===== src/rtl/segldr_pkg.sv =====
`timescale 1ns/1ps
package segldr_pkg;
  parameter int WORD_W      = 32;
  parameter int SEL_W       = 16;
  parameter int TBL_BITS    = 3;
  parameter int TBL_LSB     = 2;
  parameter int GIDX_W      = 16;
  parameter int GDESC_WORDS = 4;

  localparam int NREG       = 1 << TBL_BITS;
  localparam int IDX_W      = SEL_W - TBL_LSB - TBL_BITS;
  localparam int CFG_AW     = TBL_BITS + 2;
  localparam int VALID_BIT  = WORD_W - 1;
  localparam int WORD_BYTES = WORD_W / 8;
  localparam int DESC_BYTES = GDESC_WORDS * WORD_BYTES;
  localparam int WCNT_W     = $clog2(GDESC_WORDS);

  typedef struct packed {
    logic [WORD_W-1:0] seg_base;
    logic [WORD_W-1:0] seg_limit;
    logic [WORD_W-1:0] ldt_base;
    logic [WORD_W-1:0] ldt_limit;
  } segreg_t;

  typedef enum logic [1:0] {
    FC_NONE          = 2'd0,
    FC_LDT_LIMIT     = 2'd1,
    FC_ENTRY_INVALID = 2'd2,
    FC_GDT_LIMIT     = 2'd3
  } fcause_t;

  // consulted table: a field a neighbour decodes, so its position is fixed
  function automatic logic [TBL_BITS-1:0] sel_table(input logic [SEL_W-1:0] s);
    return s[TBL_LSB +: TBL_BITS];
  endfunction

  function automatic logic [IDX_W-1:0] sel_index(input logic [SEL_W-1:0] s);
    return s[SEL_W-1 -: IDX_W];
  endfunction

  function automatic logic [WORD_W-1:0] ldt_entry_addr(input logic [WORD_W-1:0] base,
                                                       input logic [IDX_W-1:0]  idx);
    return base + WORD_W'(idx) * WORD_W'(WORD_BYTES);
  endfunction

  function automatic logic [WORD_W-1:0] gdt_word_addr(input logic [WORD_W-1:0] base,
                                                      input logic [GIDX_W-1:0] gidx,
                                                      input logic [WCNT_W-1:0] w);
    return base + WORD_W'(gidx) * WORD_W'(DESC_BYTES) + WORD_W'(w) * WORD_W'(WORD_BYTES);
  endfunction

  function automatic logic below_limit(input logic [WORD_W-1:0] idx,
                                       input logic [WORD_W-1:0] limit);
    return idx < limit;
  endfunction

  function automatic logic entry_valid(input logic [WORD_W-1:0] e);
    return e[VALID_BIT];
  endfunction

  function automatic logic [GIDX_W-1:0] entry_gidx(input logic [WORD_W-1:0] e);
    return e[GIDX_W-1:0];
  endfunction
endpackage


===== src/rtl/segldr_regfile.sv =====
`timescale 1ns/1ps
module segldr_regfile
  import segldr_pkg::*;
(
  input  logic                clk,
  input  logic                rst_n,
  input  logic                cfg_en,
  input  logic [CFG_AW-1:0]   cfg_addr,
  input  logic [WORD_W-1:0]   cfg_data,
  input  logic                commit_en,
  input  logic [TBL_BITS-1:0] commit_idx,
  input  segreg_t             commit_val,
  input  logic [TBL_BITS-1:0] look_idx,
  output logic [WORD_W-1:0]   look_ldt_base,
  output logic [WORD_W-1:0]   look_ldt_limit,
  output logic [WORD_W-1:0]   gdt_base,
  output logic [WORD_W-1:0]   gdt_limit,
  input  logic [TBL_BITS-1:0] view_idx,
  output segreg_t             view_val
);
  segreg_t [NREG-1:0] regs;

  logic cfg_is_reg;
  logic cfg_is_limit;
  logic [TBL_BITS-1:0] cfg_reg;
  assign cfg_is_reg   = cfg_addr[CFG_AW-1];
  assign cfg_is_limit = cfg_addr[0];
  assign cfg_reg      = cfg_addr[TBL_BITS:1];

  for (genvar g = 0; g < NREG; g++) begin : g_reg
    segreg_t r_q;
    logic hit_commit, hit_cfg;
    assign hit_commit = commit_en && (commit_idx == TBL_BITS'(g));
    assign hit_cfg    = cfg_en && cfg_is_reg && (cfg_reg == TBL_BITS'(g));
    always_ff @(posedge clk) begin
      if (!rst_n) begin
        r_q <= '0;
      end else if (hit_commit) begin
        r_q <= commit_val;
      end else if (hit_cfg) begin
        if (cfg_is_limit) r_q.ldt_limit <= cfg_data;
        else              r_q.ldt_base  <= cfg_data;
      end
    end
    assign regs[g] = r_q;
  end

  always_ff @(posedge clk) begin
    if (!rst_n) begin
      gdt_base  <= '0;
      gdt_limit <= '0;
    end else if (cfg_en && !cfg_is_reg) begin
      if (cfg_is_limit) gdt_limit <= cfg_data;
      else              gdt_base  <= cfg_data;
    end
  end

  assign look_ldt_base  = regs[look_idx].ldt_base;
  assign look_ldt_limit = regs[look_idx].ldt_limit;
  assign view_val       = regs[view_idx];
endmodule


===== src/rtl/segldr_walker.sv =====
`timescale 1ns/1ps
module segldr_walker
  import segldr_pkg::*;
(
  input  logic                clk,
  input  logic                rst_n,
  input  logic                req_valid,
  output logic                req_ready,
  input  logic [TBL_BITS-1:0] req_reg,
  input  logic [SEL_W-1:0]    req_sel,
  output logic                busy,
  output logic                done,
  output logic                fault,
  output logic [1:0]          fault_cause,
  output logic [TBL_BITS-1:0] look_idx,
  input  logic [WORD_W-1:0]   look_ldt_base,
  input  logic [WORD_W-1:0]   look_ldt_limit,
  input  logic [WORD_W-1:0]   gdt_base,
  input  logic [WORD_W-1:0]   gdt_limit,
  output logic                mem_rd_valid,
  input  logic                mem_rd_ready,
  output logic [WORD_W-1:0]   mem_rd_addr,
  input  logic                mem_rsp_valid,
  input  logic [WORD_W-1:0]   mem_rsp_data,
  output logic                commit_en,
  output logic [TBL_BITS-1:0] commit_idx,
  output segreg_t             commit_val,
  output logic                ev_accept,
  output logic                ev_wait_rsp
);
  typedef enum logic [2:0] {
    ST_IDLE, ST_LCHK, ST_LREQ, ST_LWAIT, ST_GREQ, ST_GWAIT, ST_FIN
  } wstate_t;

  localparam logic [WCNT_W-1:0] LAST_WORD = WCNT_W'(GDESC_WORDS - 1);

  wstate_t                state_q;
  logic [TBL_BITS-1:0]    tgt_q;
  logic [SEL_W-1:0]       sel_q;
  logic [GIDX_W-1:0]      gidx_q;
  logic [WCNT_W-1:0]      wcnt_q;
  logic [GDESC_WORDS-2:0][WORD_W-1:0] words_q;
  logic                   ok_q;
  fcause_t                cause_q;

  logic ev_lim_fail, ev_ent_fail, ev_gdt_fail;
  logic unused_meta;

  assign unused_meta = ^mem_rsp_data[VALID_BIT-1:GIDX_W];

  assign req_ready   = (state_q == ST_IDLE);
  assign busy        = (state_q != ST_IDLE);
  assign ev_accept   = req_ready && req_valid;
  assign ev_wait_rsp = (state_q == ST_LWAIT) || (state_q == ST_GWAIT);
  assign look_idx    = sel_table(sel_q);

  assign ev_lim_fail = (state_q == ST_LCHK) &&
                       !below_limit(WORD_W'(sel_index(sel_q)), look_ldt_limit);
  assign ev_ent_fail = (state_q == ST_LWAIT) && mem_rsp_valid && !entry_valid(mem_rsp_data);
  assign ev_gdt_fail = (state_q == ST_LWAIT) && mem_rsp_valid && entry_valid(mem_rsp_data) &&
                       !below_limit(WORD_W'(entry_gidx(mem_rsp_data)), gdt_limit);

  assign mem_rd_valid = (state_q == ST_LREQ) || (state_q == ST_GREQ);
  always_comb begin
    if (state_q == ST_GREQ) mem_rd_addr = gdt_word_addr(gdt_base, gidx_q, wcnt_q);
    else                    mem_rd_addr = ldt_entry_addr(look_ldt_base, sel_index(sel_q));
  end

  assign commit_en  = (state_q == ST_GWAIT) && mem_rsp_valid && (wcnt_q == LAST_WORD);
  assign commit_idx = tgt_q;
  assign commit_val = '{seg_base:  words_q[0],
                        seg_limit: words_q[1],
                        ldt_base:  words_q[2],
                        ldt_limit: mem_rsp_data};

  assign done        = (state_q == ST_FIN) && ok_q;
  assign fault       = (state_q == ST_FIN) && !ok_q;
  assign fault_cause = (state_q == ST_FIN) ? cause_q : FC_NONE;

  always_ff @(posedge clk) begin
    if (!rst_n) begin
      state_q <= ST_IDLE;
      tgt_q   <= '0;
      sel_q   <= '0;
      gidx_q  <= '0;
      wcnt_q  <= '0;
      words_q <= '0;
      ok_q    <= 1'b0;
      cause_q <= FC_NONE;
    end else begin
      unique case (state_q)
        ST_IDLE: if (ev_accept) begin
          tgt_q   <= req_reg;
          sel_q   <= req_sel;
          state_q <= ST_LCHK;
        end
        ST_LCHK: begin
          if (ev_lim_fail) begin
            ok_q    <= 1'b0;
            cause_q <= FC_LDT_LIMIT;
            state_q <= ST_FIN;
          end else begin
            state_q <= ST_LREQ;
          end
        end
        ST_LREQ: if (mem_rd_ready) state_q <= ST_LWAIT;
        ST_LWAIT: if (mem_rsp_valid) begin
          if (ev_ent_fail) begin
            ok_q    <= 1'b0;
            cause_q <= FC_ENTRY_INVALID;
            state_q <= ST_FIN;
          end else if (ev_gdt_fail) begin
            ok_q    <= 1'b0;
            cause_q <= FC_GDT_LIMIT;
            state_q <= ST_FIN;
          end else begin
            gidx_q  <= entry_gidx(mem_rsp_data);
            wcnt_q  <= '0;
            state_q <= ST_GREQ;
          end
        end
        ST_GREQ: if (mem_rd_ready) state_q <= ST_GWAIT;
        ST_GWAIT: if (mem_rsp_valid) begin
          if (wcnt_q == LAST_WORD) begin
            ok_q    <= 1'b1;
            cause_q <= FC_NONE;
            state_q <= ST_FIN;
          end else begin
            words_q[wcnt_q] <= mem_rsp_data;
            wcnt_q          <= wcnt_q + 1'b1;
            state_q         <= ST_GREQ;
          end
        end
        ST_FIN:  state_q <= ST_IDLE;
        default: state_q <= ST_IDLE;
      endcase
    end
  end
endmodule


===== src/rtl/seg_desc_loader.sv =====
`timescale 1ns/1ps
module seg_desc_loader
  import segldr_pkg::*;
(
  input  logic                clk,
  input  logic                rst_n,
  input  logic                req_valid,
  output logic                req_ready,
  input  logic [TBL_BITS-1:0] req_reg,
  input  logic [SEL_W-1:0]    req_sel,
  output logic                busy,
  output logic                done,
  output logic                fault,
  output logic [1:0]          fault_cause,
  output logic                mem_rd_valid,
  input  logic                mem_rd_ready,
  output logic [WORD_W-1:0]   mem_rd_addr,
  input  logic                mem_rsp_valid,
  input  logic [WORD_W-1:0]   mem_rsp_data,
  input  logic                cfg_we,
  input  logic [CFG_AW-1:0]   cfg_addr,
  input  logic [WORD_W-1:0]   cfg_data,
  input  logic [TBL_BITS-1:0] view_reg,
  output logic [WORD_W-1:0]   view_seg_base,
  output logic [WORD_W-1:0]   view_seg_limit,
  output logic [WORD_W-1:0]   view_ldt_base,
  output logic [WORD_W-1:0]   view_ldt_limit
);
  logic                cfg_en;
  logic                commit_en;
  logic [TBL_BITS-1:0] commit_idx;
  segreg_t             commit_val;
  logic [TBL_BITS-1:0] look_idx;
  logic [WORD_W-1:0]   look_ldt_base, look_ldt_limit;
  logic [WORD_W-1:0]   gdt_base, gdt_limit;
  segreg_t             view_val;
  logic                ev_accept, ev_wait_rsp;

  // privileged writes only land while no walk can be reading the tables
  assign cfg_en = cfg_we && !busy;

  segldr_regfile u_regs (
    .clk, .rst_n,
    .cfg_en, .cfg_addr, .cfg_data,
    .commit_en, .commit_idx, .commit_val,
    .look_idx, .look_ldt_base, .look_ldt_limit,
    .gdt_base, .gdt_limit,
    .view_idx(view_reg), .view_val
  );

  segldr_walker u_walk (
    .clk, .rst_n,
    .req_valid, .req_ready, .req_reg, .req_sel,
    .busy, .done, .fault, .fault_cause,
    .look_idx, .look_ldt_base, .look_ldt_limit,
    .gdt_base, .gdt_limit,
    .mem_rd_valid, .mem_rd_ready, .mem_rd_addr,
    .mem_rsp_valid, .mem_rsp_data,
    .commit_en, .commit_idx, .commit_val,
    .ev_accept, .ev_wait_rsp
  );

  assign view_seg_base  = view_val.seg_base;
  assign view_seg_limit = view_val.seg_limit;
  assign view_ldt_base  = view_val.ldt_base;
  assign view_ldt_limit = view_val.ldt_limit;
endmodule


===== config.mk =====
export PLATFORM = sky130hd
export DESIGN_NAME = seg_desc_loader
export DESIGN_NICKNAME = d
export VERILOG_FILES = /design/src/rtl/segldr_pkg.sv /design/src/rtl/segldr_regfile.sv /design/src/rtl/segldr_walker.sv /design/src/rtl/seg_desc_loader.sv
export SDC_FILE = /design/constraint.sdc
export NUM_CORES = 2
export LEC_CHECK = 0
export BUFFER_PORTS_ARGS = -buffer_cell sky130_fd_sc_hd__buf_2
export CAP_MARGIN = 10
export CORE_MARGIN = 2
export CORE_UTILIZATION = 35
export DETAILED_ROUTE_END_ITERATION = 16
export RECOVER_POWER = 25
export SKIP_LAST_GASP = 1
export SLEW_MARGIN = 20
export SYNTH_ARGS = -nofsm -noshare
export SYNTH_HDL_FRONTEND = slang
export SYNTH_SLANG_ARGS = --single-unit
export TNS_END_PERCENT = 100

===== constraint.sdc =====
create_clock -name clk -period 7.3 [get_ports clk]
set_clock_uncertainty 0.2 [all_clocks]
set_input_delay 0.73 -clock clk [delete_from_list [all_inputs] [get_ports clk]]
set_output_delay 0.73 -clock clk [all_outputs]
set_load 0.03 [all_outputs]

======== Word level (Yosys, flattened, before mapping) ========
Index checks and enable logic that the tools add are counted.
cells by class
  equal/unequal tests ..................... 40
  muxes and demuxes ....................... 57
  shifts and indexed selects .............. 0
  $mul .................................... 0
  add/sub/neg operators ................... 4
  bitwise operators ....................... 4
  div/mod/pow operators ................... 0
  reduce and logical (&&, ||, !) cells .... 83
  order comparisons ....................... 6
operators with widths
  kind                                                    count
  two-way mux 64 bit                                      17
  binary-select mux 128 bit (select 3 bit)                2
  two-way mux 128 bit                                     1
  two-way mux 32 bit                                      4
  bitwise mux 96 bit                                      1
  demux 32 bit (select 2 bit)                             1
  AND reduction 2 bit                                     19
  nonzero test 2 bit                                      17
  equality test 3 bit (second input constant)             11
  adder 32 x 13 -> 32 bit                                 1
  adder 32 x 20 -> 32 bit                                 1
  adder 32 x 4 -> 32 bit                                  1
  < comparator 11 x 32 -> 1 bit                           1
  < comparator 16 x 32 -> 1 bit                           1
  logical AND 1 bit                                       30
  two-way mux 2 bit                                       14
  two-way mux 3 bit                                       7
  equality test 3 x 2 -> 1 bit (second input constant)    6
  inequality test 2 x 1 -> 1 bit (second input constant)  9
  inequality test 2 bit (second input constant)           9
  case mux 3 bit (6 select lines)                         1
  AND reduction 6 bit                                     2
  equality test 3 x 1 -> 1 bit (second input constant)    3
  zero test 3 bit                                         3
  17 further kinds                                        32
word-level totals
  memories ................................ 0
  register bits ........................... 1,227
  ROM bits ................................ 0
  RAM bits ................................ 0
  output and inout bits ................... 167
  input port bits ......................... 97
  bits in latches ......................... 0

======== Depth between registers and ports, before layout ========
  depth in word-level cells ............... 8
  mapped depth ............................ 19

======== Modules after synthesis ========
From an unflattened synthesis, not the netlist that was laid out.
second synthesis, totals
  cells, all modules ...................... 7,374
  area total of the unflattened synthesis .. 64,710.8 um^2
modules (own cells, without submodules)
  module           area an instance (um^2)  instances  cells each
  segldr_regfile   56,221.4                 1          6,295
  segldr_walker    8,475.6                  1          1,078
  seg_desc_loader  13.8                     1          1

======== Worst setup path before layout ========
OpenSTA, ideal clock, no wires.
  path kind ............................... register to output
  start point ............................. register u_walk.sel_q[2]
  end point ............................... output port mem_rd_addr[21]
  path buffers ............................ 7
  setup slack ............................. 1,311 ps
  cell stages (with the launch flop) ...... 20
  arrival ................................. 5,059 ps
  path through ............................ dfxtp_1 buf_6 buf_6 buf_6 buf_6 buf_2 buf_2 buf_2 mux4_2 nand2_1 nand2_1 ha_1 o21a_1 a2111oi_0 o31ai_1 nand4_1 nor2_1 xor2_1 nor3_1 a221oi_1
on the way
  longest elaborated chain between the ends .. 4
RTL lines
  element                                   line                   text
  from (decl)                               segldr_walker.sv:39    logic [SEL_W-1:0] sel_q;
  from (signal assigned)                    segldr_walker.sv:94    sel_q <= req_sel;
  binary-select mux 128 bit (select 3 bit)  segldr_regfile.sv:58   assign look_ldt_base = regs[look_idx].ldt_base;
  two-way mux 64 bit (not written as such)  segldr_regfile.sv:58
  adder 32 x 13 -> 32 bit                   segldr_pkg.sv:43       return base + WORD_W'(idx) * WORD_W'(WORD_BYTES);
  two-way mux 32 bit                        segldr_walker.sv:65    if (state_q == ST_GREQ) mem_rd_addr = gdt_word_addr(gdt_base, gidx_q, wcnt_q);
  to (decl)                                 seg_desc_loader.sv:17  output logic [WORD_W-1:0] mem_rd_addr,
Every way passes these cells. The select of a mux whose other input is x is not followed.

======== Worst setup path after layout ========
  start point ............................. register u_walk.sel_q[2]
  end point ............................... output port mem_rd_addr[28]
Same word-level chain as after synthesis.

==> reports/qor.csv <==
metric;value;unit
grt_use_total;23.1;%
p_leak;31.4;nW
hp-class;in2reg;
routed_wl;221000;um
fp.dieW;431;um
antenna_found_initial;20;
ys_warn_count;0;
nNetsFinal;6652;
post_cts_buffers;0;
post-route-period-util;87.4;%
drc;0;
num_vias;51263;
crit_arrival;5.45;ns
synth_top_area_share;38.4;%
start_kind;register;
cts_root_buf;clkbuf_16;
grt_start_max_net_pins;275;
layout_common_cells;nand2_1 (1988), dfxtp_1 (1222), a21boi_0 (693);
drv_slew;629;
vias_per_cell;5.71;
dieHeight;431;um
initial_utilization;35.3;%
setup_violations;0;
status;finished, violations left;
drt_pass1_iterations;6;
grt_pass1_vias;48939;
synth_area;63800;um2
yosys-top-cells-area;dfxtp_1 (38%), mux4_2 (12%), nand2_1 (12%);
clock-sinks;1225;
final_common_cell;nand2_1;
required;6.37;ns
numCtsBuffers;138;
wl_per_cell;24.7;um
synth-edff-count;0;
yosysTopAreaCell;dfxtp_1;
cts_resized;0;
slew_headroom;-103;%
layout_min_cycle_time;6.38;ns
syn_avg_cell_area;9.44;um2
violations;max-capacitance violations, max-slew violations;
synth.distinct_cells;63;
ant_nets;0;
power.density;216;nW/um2
insertion_delay;0.79;ns
synth_nets;6924;
routabilityCongestion;0.854;
ys_seq_area_share;38.4;%
drive_above_1_share;15.3;%
fmax;0.157;GHz
holdWs;0.0538;ns
overflow;0;
synth-main-ff-cell;dfxtp_1;
dieArea;186000;um2
clock_path_buffers;3;
postLayoutCoreUtil;39.1;%
core_area;181000;um2
async_reset_ff_share;0;%
tightest_slew;3.03;ns
hpwl;130000;um
cp-end-kind;output pin;
postSynthCellCount;6767;
clk_pin_slew;0.06;ns
cts_tree;built;
totalNegativeSetupSlack;0;ns
grt_pass1_wl;325000;um
path_class;reg2out;
row_count;156;
ys_seq_elements;1225;
maxCapViolCount;13;
cts_hold_buf;7;
io_buffers;261;
h-tree-depth;4;
finalHoldViolCount;0;
crit_fanout;27;
io_pins;264;
syn2layout_area_growth;10.7;%
fill_cells;17726;
ir_drop;0.000148;V
rsz0062_at_grt;no;
drt_iter0_markers;5340;
where the power goes:
group          internal [W]  switching (W)  leakage (nW)  total, W
logic              0.000458       0.000906          19.4   0.00136
registers           0.00675       0.000117          9.87   0.00687
clock network       0.00408        0.00298          2.21   0.00707
registers in the layout (all words and copies together), names as in the netlist, 3 cells and up:
register and cells:
u_regs.g.r_q 1024, u_regs.gdt_base 32, u_regs.gdt_limit 32, u_walk.commit_idx 3
u_walk.commit_val 96, u_walk.gidx_q 16, u_walk.sel_q 14, u_walk.state_q 3
metal layers:
| layer | vias to the layer above | GRT usage (%) | part of all wire (%) |
|---|---|---|---|
| met5 | - | 0 | 0.0090 |
| met4 | 2 | 8.09 | 3.3 |
| met3 | 349 | 3.11 | 7.2 |
| met2 | 2003 | 37.6 | 47 |
| met1 | 25742 | 31.2 | 43 |
| li1 | 23167 | - | - |
cells by family (layout without fill, tap and decap cells):
family / Yosys count / after routing / share of synthesized area (%)
other cells: 0 / 11 / 0
simple gates: 2241 / 2241 / 13.9
fa+ha+maj: 60 / 60 / 1.20
mux: 1033 / 1033 / 23.2
compound gates: 1369 / 1369 / 17.8
buf+inv: 792 / 621 / 4.83
flops: 1225 / 1225 / 38.4
xor+xnor: 47 / 47 / 0.645
final cells by class:
| cell class | count | area (um2) | area share [%] |
|---|---|---|---|
| clock inverter | 40 | 549 | 0.777 |
| clock buffer | 201 | 3970 | 5.62 |
| timing repair buffer | 345 | 2080 | 2.94 |
| multi-input combinational | 4750 | 36400 | 51.5 |
| tap | 2370 | 2970 | 4.20 |
| antenna | 11 | 27.5 | 0.0389 |
| inverter | 35 | 131 | 0.186 |
| sequential | 1225 | 24500 | 34.7 |
critical path, stage by stage, from the launching register on:
cell      delay, ns
dfxtp_4        0.76
mux4_2         0.59
nand2_1        0.08
nand2_1        0.14
ha_1           0.41
a211oi_1       0.13
o21a_1         0.20
o31ai_1        0.69
nand4_1        0.59
nor3_1         0.39
xnor2_1        0.15
nor2_1         0.05
a21oi_1        0.20
buf_2          0.24
synthesized netlist by cell type, types with 5 or more instances:
master,instances
or3_1,8
dfxtp_1,1225
buf_6,5
a21oi_1,54
buf_2,48
nor3_1,22
o31ai_1,5
xor2_1,20
mux2_2,131
nor2_1,65
or4_1,5
mux4_2,334
nor4_1,32
inv_1,35
nor2b_1,27
a2111oi_0,5
and2_1,13
buf_1,118
nand4_1,13
and3_1,10
a21o_1,14
nand3_1,21
a211oi_1,8
o21bai_1,6
a21boi_0,693
mux4_1,8
o21ai_0,38
clkbuf_1,582
xnor2_1,27
nand2b_1,13
mux2i_1,560
ha_1,58
o21a_1,8
nand2_1,1990
o211a_1,512
through the flow:
step           instance area [um2]  setup slack (ns)  power, W  instances
2_1_floorplan                63800              1.31   0.00788       6767
3_3_place_gp                 66200              1.68   0.00835       8717
3_5_place_dp                 66200              1.71   0.00836       8717
4_1_cts                      70800             0.838    0.0154       8965
5_1_grt                      70700             0.593    0.0158       8972
6_report                     70700             0.918    0.0153       8977
worst paths after layout:
path	slack, ns	cells after the start	startpoint	endpoint
max	0.92	13	u_walk.sel_q[2]$_SDFFE_PN0P_	mem_rd_addr[28]
min	0.05	3	req_reg[1]	u_walk.commit_idx[1]$_SDFFE_PN0P_
max reg2reg	1.35	7	u_walk.state_q[1]$_SDFFE_PN0P_	u_regs.g_reg[4].r_q[25]$_SDFFE_PN0P_
min reg2reg	0.26	2	u_regs.g_reg[6].r_q[124]$_SDFFE_PN0P_	u_regs.g_reg[6].r_q[124]$_SDFFE_PN0P_
Power figures use the tool's default switching activity.
